===== src/rtl/flut_pkg.sv =====
package flut_pkg;
  localparam int unsigned FLUT_INPUTS    = 6;
  localparam int unsigned FLUT_TAP_STAGE = 5;
endpackage


===== src/rtl/flut_force_gate.sv =====
module flut_force_gate #(
  parameter int unsigned N          = 6,
  parameter logic [N-1:0] FORCE_MASK = '0,
  parameter logic [N-1:0] FORCE_ONE  = '0
) (
  input  logic [N-1:0] in_i,
  input  logic         mode_i,
  output logic [N-1:0] eff_o
);
  for (genvar b = 0; b < N; b++) begin : g_bit
    if (FORCE_MASK[b] && FORCE_ONE[b]) begin : g_or
      assign eff_o[b] = in_i[b] | mode_i;
    end else if (FORCE_MASK[b]) begin : g_and
      assign eff_o[b] = in_i[b] & ~mode_i;
    end else begin : g_pass
      assign eff_o[b] = in_i[b];
    end
  end
endmodule


===== src/rtl/flut_mux_tree.sv =====
module flut_mux_tree #(
  parameter int unsigned N   = 6,
  parameter int unsigned TAP = 5,
  localparam int unsigned LEAVES  = 1 << N,
  localparam int unsigned NUM_TAP = 1 << (N - TAP)
) (
  input  logic [LEAVES-1:0]  leaves_i,
  input  logic [N-1:0]       sel_i,
  output logic               root_o,
  output logic [NUM_TAP-1:0] tap_o
);
  logic [LEAVES-1:0] stage_w [0:N];

  assign stage_w[0] = leaves_i;

  for (genvar s = 1; s <= N; s++) begin : g_stage
    localparam int unsigned W = LEAVES >> s;
    for (genvar j = 0; j < W; j++) begin : g_node
      assign stage_w[s][j] = sel_i[s-1] ? stage_w[s-1][2*j+1] : stage_w[s-1][2*j];
    end
    assign stage_w[s][LEAVES-1:W] = '0;
  end

  assign root_o = stage_w[N][0];
  assign tap_o  = stage_w[TAP][NUM_TAP-1:0];
endmodule


===== src/rtl/flut_out_reg.sv =====
module flut_out_reg #(
  parameter int unsigned W = 3
) (
  input  logic         clk,
  input  logic         rst,
  input  logic [W-1:0] d_i,
  output logic [W-1:0] q_o
);
  always_ff @(posedge clk) begin
    if (rst) q_o <= '0;
    else     q_o <= d_i;
  end
endmodule


===== src/rtl/frac_lut6.sv =====
module frac_lut6 #(
  parameter int unsigned NUM_IN    = flut_pkg::FLUT_INPUTS,
  parameter int unsigned TAP_STAGE = flut_pkg::FLUT_TAP_STAGE,
  parameter logic [NUM_IN-1:0] FORCE_MASK = 6'b100000,
  parameter logic [NUM_IN-1:0] FORCE_ONE  = 6'b100000,
  localparam int unsigned TBL_W    = 1 << NUM_IN,
  localparam int unsigned CFG_W    = TBL_W + 1,
  localparam int unsigned NUM_FRAC = 1 << (NUM_IN - TAP_STAGE)
) (
  input  logic                clk,
  input  logic                rst,
  input  logic [NUM_IN-1:0]   lut_in_i,
  input  logic [CFG_W-1:0]    cfg_i,
  output logic                full_o,
  output logic [NUM_FRAC-1:0] frac_o
);
  logic              mode_w;
  logic [NUM_IN-1:0] sel_w;
  logic              root_w;
  logic [NUM_FRAC-1:0] tap_w;

  assign mode_w = cfg_i[CFG_W-1];

  flut_force_gate #(
    .N(NUM_IN), .FORCE_MASK(FORCE_MASK), .FORCE_ONE(FORCE_ONE)
  ) force_i (
    .in_i(lut_in_i), .mode_i(mode_w), .eff_o(sel_w)
  );

  flut_mux_tree #(
    .N(NUM_IN), .TAP(TAP_STAGE)
  ) tree_i (
    .leaves_i(cfg_i[TBL_W-1:0]), .sel_i(sel_w), .root_o(root_w), .tap_o(tap_w)
  );

  flut_out_reg #(
    .W(NUM_FRAC + 1)
  ) oreg_i (
    .clk(clk), .rst(rst), .d_i({root_w, tap_w}), .q_o({full_o, frac_o})
  );
endmodule


===== config.mk =====
export PLATFORM = sky130hd
export DESIGN_NAME = frac_lut6
export DESIGN_NICKNAME = d
export VERILOG_FILES = /design/src/rtl/flut_pkg.sv /design/src/rtl/flut_force_gate.sv /design/src/rtl/flut_mux_tree.sv /design/src/rtl/flut_out_reg.sv /design/src/rtl/frac_lut6.sv
export SDC_FILE = /design/constraint.sdc
export NUM_CORES = 1
export LEC_CHECK = 0
export BUFFER_PORTS_ARGS = -buffer_cell sky130_fd_sc_hd__buf_4
export CORE_MARGIN = 2
export CORE_UTILIZATION = 29
export DETAILED_ROUTE_END_ITERATION = 6
export GPL_ROUTABILITY_DRIVEN = 1
export PLACE_DENSITY = 0.76
export SYNTH_ARGS = -nofsm -noshare
export SYNTH_HDL_FRONTEND = slang
export SYNTH_SLANG_ARGS = --single-unit

===== constraint.sdc =====
create_clock -name clk -period 2.3 [get_ports clk]
set_input_delay 0.23 -clock clk [delete_from_list [all_inputs] [get_ports clk]]
set_output_delay 0.23 -clock clk [all_outputs]
set_load 0.02 [all_outputs]

==> results.py, run 1 <==
metrics = {
    "status": {
        "status": "finished, final reports clean",
    },
    "synth": {
        "synthMuxAreaShare": 0.741,
        "synth_top_family_by_area": "multiplexers",
        "synth.avg_cell_area_um2": 15.6,
        "synthTopCellsByCount": "mux4_2 (12), mux4_1 (6), dfxtp_1 (3), mux2_2 (3)",
        "synth_compound_gate_area_share": 0.0482,
        "synth_edf_count": 0,
        "yosys.area_share.simple": 0.0482,
        "synth_cell_types": 15,
        "yosys-top-cells-area": "mux4_2 (43%), mux4_1 (25%), dfxtp_1 (9.6%)",
        "async_reset_ff_frac": 0,
        "yosysTopAreaCell": "mux4_2",
        "synth_cells": 40,
        "synth_seq_area_share": 0.0964,
        "yosys_warnings": 0,
        "ys_ff_latch": 3,
        "synth_adder_area_share": 0,
        "synth_top_area_frac": 0.434,
        "mappedNetlistArea_um2": 623,
        "yosys.cell_count.top_type": "mux4_2",
        "synth-xor-area-share": 0,
        "synth_nets": 113,
        "synth_flop_cell": "dfxtp_1",
    },
    "cells_and_area": {
        "largest_reg_flops": 3,
        "drive_above_1_share": 0.816,
        "regArea_um2": 60.1,
        "regMostFlops": "oreg_i.q_o",
        "n_fill_cell": 170,
        "final-instance-count-excl-fill": 141,
        "reg_top3": "oreg_i.q_o x3",
        "multi_input_area_um2": 522,
        "diodes": 0,
        "fin_nets": 188,
        "syn2layout_area_growth_pct": 94.0,
    },
    "sta": {
        "finalHoldViolCount": 0,
        "max_freq_mhz": 531,
        "fin_crit_sh": 0.820,
        "period_needed_ns": 1.88,
        "final_max_slew_viol_count": 0,
        "rsz0062_at_grt": "no",
        "relSlewSlack": 0.744,
        "tns_ns": 0,
        "setup_violations": 0,
        "holdWs_ns": 0.175,
        "worstMarginPinSlew_ns": 0.374,
    },
    "route": {
        "drc_errors": 0,
        "dr.pass1.iters": 4,
        "ant_nets": 0,
        "drtIter0Drc": 3,
        "vias_per_cell": 5.23,
        "route.final.wire_length_um": 2110,
        "routed-via-count": 737,
        "wire_per_inst_um": 14.9,
    },
    "global_routing": {
        "grt_max_degree": 17,
        "grt-ovfl-total": 0,
        "track_usage": 0.169,
        "grt_pass1_wl_um": 3210,
        "grt_pass1_vias": 719,
        "antenna_found_initial": 0,
    },
    "cts": {
        "cts-root-buf": "clkbuf_4",
        "cts_max_level": 1,
        "cts_sinks": 3,
        "holdBufCountCts": 0,
        "cts_buffers": 3,
        "tritoncts": "done",
        "ctsResizeCount": 0,
        "clk_path_buf_depth": 2,
        "post_cts_buffers": 0,
        "clkSlewWorstSetupHoldPaths_ns": 0.04,
    },
    "floorplanning": {
        "rows": 16,
        "die_w_um": 50.4,
        "pin_count": 76,
        "die_area_mm2": 0.00254,
        "die_h_um": 50.4,
        "core_mm2": 0.00200,
        "start_util": 0.311,
    },
    "placed_design": {
        "io_buffers": 75,
        "placedCellCount": 137,
        "dp_hpwl_um": 1790,
        "place_congestion": 0.733,
    },
    "critical_path": {
        "cp_slowest_stage_delay_ns": 0.59,
        "cp-start-kind": "input port",
        "worstPathMaxFanout": 16,
        "critPathKind": "in -> reg",
        "worstPathArrival_ns": 2.01,
        "crit_chain": "buf_4 -> mux4_1 -> mux4_2 -> o22ai_1 -> nor3_1 -> mux2_2",
        "critPathTopFamily": "multiplexers",
        "worst_setup_path_end_kind": "flip-flop",
        "required_ns": 2.42,
        "slowest_stage": "mux4_1",
        "cp_num_buf_inv": 1,
        "cp.depth": 6,
    },
    "pwr": {
        "power_leakage_uw": 0.000573,
        "ir_drop_v": 0.000198,
        "powerDensity_mw_per_mm2": 296,
    },
    "hold_path": {
        "hp-class": "in -> reg",
        "min_delay_path_depth": 2,
    },
    "job": {
        "maxCapViolCount": 0,
    },
}
final timing paths:
path	from	to	slack, ns
setup / recovery	lut_in_i[1]	oreg_i.q_o[2]	0.42
hold / removal	rst	oreg_i.q_o[1]	0.18
cells in the final DEF (no fill, tap or decap):
master / netlist / routed
mux4_2: 12 / 12
nor2_1: 1 / 1
clkbuf_4: 0 / 3
nand2_1: 1 / 1
mux2_2: 3 / 3
a2111oi_0: 2 / 2
nor3_1: 2 / 2
nor2b_1: 2 / 2
o22ai_1: 2 / 2
buf_4: 0 / 75
mux4_1: 6 / 6
dfxtp_1: 3 / 3
clkbuf_1: 2 / 1
inv_1: 1 / 1
kinds of logic (layout without fill, tap and decap cells):
family          count (synthesis)  in the layout
mux                            21             21
simple gates                    6              6
buf+inv                         6             80
compound gates                  4              4
flops                           3              3
where the power goes:
group	total (uW)	leakage, uW	switching [uW]	internal, uW
logic	201	0.000533	56.5	145
registers	59.7	0.0000251	1.28	58.4
clock network	97.0	0.0000150	31.7	65.3
stage by stage:
stage | power (uW) | worst slack, ns | util | instance area, um^2
3_3_place_gp | 262 | 0.176 | 0.591 | 1180
3_5_place_dp | 264 | 0.146 | 0.591 | 1180
5_1_grt | 379 | 0.288 | 0.604 | 1210
2_1_floorplan | 157 | 0.178 | - | 623
4_1_cts | 365 | 0.401 | 0.604 | 1210
6_report | 358 | 0.415 | 0.604 | 1210
metal layers:
| metal | vias up | wire length [um] | track usage |
|---|---|---|---|
| met5 | - | 0 | 0 |
| met4 | 0 | 12 | 0.0541 |
| met3 | 2 | 295 | 0.0536 |
| met2 | 51 | 1080 | 0.298 |
| met1 | 346 | 723 | 0.193 |
| li1 | 338 | - | - |
final cells by class:
type / count / share of cell area
multi-input combinational: 31 / 0.432
clock buffer: 4 / 0.0217
tap: 27 / 0.0280
inverter: 1 / 0.00311
sequential: 3 / 0.0497
timing repair buffer: 75 / 0.466
No activity file was read; power rests on OpenSTA's default activity.
==> run 2: changes to the inputs <==
--- a/config.mk
+++ b/config.mk
@@ -5,12 +5,13 @@
 export SDC_FILE = /design/constraint.sdc
 export NUM_CORES = 1
 export LEC_CHECK = 0
+export ABC_AREA = 1
 export BUFFER_PORTS_ARGS = -buffer_cell sky130_fd_sc_hd__buf_4
 export CORE_MARGIN = 2
-export CORE_UTILIZATION = 29
+export CORE_UTILIZATION = 33
 export DETAILED_ROUTE_END_ITERATION = 6
 export GPL_ROUTABILITY_DRIVEN = 1
-export PLACE_DENSITY = 0.76
+export PLACE_DENSITY = 0.77
 export SYNTH_ARGS = -nofsm -noshare
 export SYNTH_HDL_FRONTEND = slang
 export SYNTH_SLANG_ARGS = --single-unit
==> constraint.sdc (replaced) <==
create_clock -name clk -period 1.65 [get_ports clk]
set_input_delay 0.165 -clock clk [delete_from_list [all_inputs] [get_ports clk]]
set_output_delay 0.165 -clock clk [all_outputs]
set_load 0.02 [all_outputs]
==> results.py, run 2 <==
metrics = {
    "cts": {
        "holdBufCountCts": 0,
        "tritoncts": "done",
        "clk_path_buf_depth": 2,
        "cts_max_level": 1,
        "post_cts_buffers": 0,
        "cts_sinks": 3,
        "cts_buffers": 3,
        "ctsResizeCount": 0,
        "cts-root-buf": "clkbuf_4",
        "clkSlewWorstSetupHoldPaths_ns": 0.04,
    },
    "sta": {
        "relSlewSlack": 0.788,
        "tns_ns": 0,
        "finalHoldViolCount": 0,
        "final_max_slew_viol_count": 0,
        "rsz0062_at_grt": "no",
        "fin_crit_sh": 0.695,
        "setup_violations": 0,
        "period_needed_ns": 1.15,
        "worstMarginPinSlew_ns": 0.318,
        "max_freq_mhz": 872,
    },
    "synth": {
        "synth_nets": 236,
        "synth_cell_types": 12,
        "async_reset_ff_frac": 0,
        "yosys_warnings": 0,
        "synthTopCellsByCount": "nand2_1 (88), nand3_1 (50), buf_6 (8)",
        "synth.avg_cell_area_um2": 4.91,
        "mappedNetlistArea_um2": 801,
        "synth_cells": 163,
        "ys_ff_latch": 3,
        "yosysTopAreaCell": "nand2_1",
        "synth_flop_cell": "dfxtp_1",
        "synth_edf_count": 0,
        "synth_top_area_frac": 0.413,
        "synth_seq_area_share": 0.0750,
        "yosys.cell_count.top_type": "nand2_1",
        "yosys-top-cells-area": "nand2_1 (41%), nand3_1 (31%), buf_6 (11%)",
    },
    "cells_and_area": {
        "largest_reg_flops": 3,
        "final_core_util": 0.584,
        "drive_above_1_share": 0.351,
        "reg_top3": "oreg_i.q_o x3",
        "final_common_cell": "nand2_1",
        "design_area_mm2": 0.00132,
        "final_cell_mix": "nand2_1 (88), buf_4 (75), nand3_1 (50)",
        "regMostFlops": "oreg_i.q_o",
        "syn2layout_area_growth_pct": 64.5,
        "diodes": 0,
        "final-instance-count-excl-fill": 259,
        "fin_nets": 305,
    },
    "job": {
        "maxCapViolCount": 0,
    },
    "pwr": {
        "power_uw": 519,
        "pwr-share-comb": 0.601,
        "power_leakage_uw": 0.000765,
        "ir_drop_v": 0.000426,
        "p_sw_uw": 177,
        "internal_power_uw": 343,
        "pwr-share-seq": 0.158,
        "clkPwrFrac": 0.241,
        "powerDensity_mw_per_mm2": 394,
        "power_switching_share": 0.340,
    },
    "floorplanning": {
        "die_w_um": 53.3,
        "die_area_mm2": 0.00284,
        "die_h_um": 53.3,
        "pin_count": 76,
        "rows": 17,
        "core_mm2": 0.00225,
        "start_util": 0.355,
    },
    "critical_path": {
        "cp-startpoint": "lut_in_i[0]",
        "cp_slowest_stage_delay_ns": 0.29,
        "crit_chain": "buf_4 -> inv_8 -> nand2_1 -> nand3_1 -> nand3_1 -> nand2_1 -> nand2_1 -> nand2_1 -> nand2_1 -> nand2_1 -> nor2_1 -> nor2_1",
        "worst_setup_path_end_kind": "flip-flop",
        "required_ns": 1.77,
        "cp-start-kind": "input port",
        "worstPathMaxFanout": 33,
        "worstPathArrival_ns": 1.27,
        "cp_common_cell": "nand2_1",
        "slowest_stage": "buf_4",
        "critPathKind": "in -> reg",
    },
    "global_routing": {
        "grt_pass1_wl_um": 4140,
        "grt_max_degree": 34,
        "antenna_found_initial": 0,
        "grt_pass1_vias": 1067,
        "grt-ovfl-total": 0,
        "track_usage": 0.188,
    },
    "placed_design": {
        "io_buffers": 75,
        "dp_hpwl_um": 2120,
        "place_congestion": 0.772,
        "place_area_mm2": 0.00129,
        "placedCellCount": 255,
    },
    "route": {
        "wire_per_inst_um": 10.4,
        "drtIter0Drc": 29,
        "drc_errors": 0,
        "routed-via-count": 1221,
        "route.final.wire_length_um": 2690,
        "vias_per_cell": 4.71,
        "ant_nets": 0,
        "dr.pass1.iters": 4,
    },
    "hold_path": {
        "hold_start": "rst",
        "hp-class": "in -> reg",
    },
    "status": {
        "status": "finished, final reports clean",
    },
}
==> run 2: changes by cell type after synthesis, moves of 3 or more <==
cell     previous run  this run
mux4_2             12         0
nand2_1             1        88
mux4_1              6         0
buf_6               1         8
mux2_2              3         0
inv_1               1         4
nand3_1             0        50
==> run 2: power by group through the flow <==
stage | Combinational [uW] | Clock, uW | Sequential, uW
floorplan | 161 | 0 | 91.5
global placement | 313 | 0 | 82.9
detailed placement | 313 | 0 | 83.1
CTS | 314 | 130 | 81.9
global route | 349 | 144 | 82.0
finish | 312 | 125 | 81.8
==> run 2: layout make-up <==
class / count / area, um^2
inverters: 6 / 30.0
clock buffers: 4 / 26.3
repair buffers: 75 / 563
multi-input cells: 143 / 603
well taps: 28 / 35.0
fillers: 251 / 937
flip-flops and latches: 3 / 60.1
==> run 2: worst max-delay path: cells and delay by family <==
| family | cells | cell delay [ns] |
|---|---|---|
| AND/OR/NAND/NOR | 10 | 0.68 |
| buffers and inverters | 2 | 0.43 |
==> run 2: path summary, 6_finish.rpt <==
kind / slack [ns] / depth (start not counted) / to
hold / removal: 0.11 / 2 / oreg_i.q_o[1]
setup / recovery: 0.50 / 12 / oreg_i.q_o[2]
==> run 2: cell families after synthesis <==
kind of cell / Yosys count / synth area share
AND/OR/NAND/NOR: 142 / 0.747
buffers and inverters: 17 / 0.172
flip-flops: 3 / 0.0750
AO/OA/AOI/OAI: 1 / 0.00624
==> run 2: per-layer routing <==
| metal | GRT usage | routed length, um |
|---|---|---|
| met1 | 0.247 | 1190 |
| met2 | 0.333 | 1210 |
| met3 | 0.0282 | 281 |
| met4 | 0.0128 | 0 |
| met5 | 0 | 0 |
==> run 2: through the flow <==
stage,setup WS (ns),hold WS (ns)
2_1_floorplan,0.519,0.234
3_3_place_gp,0.287,0.353
3_5_place_dp,0.271,0.350
4_1_cts,0.511,0.109
5_1_grt,0.350,0.0977
6_report,0.503,0.114
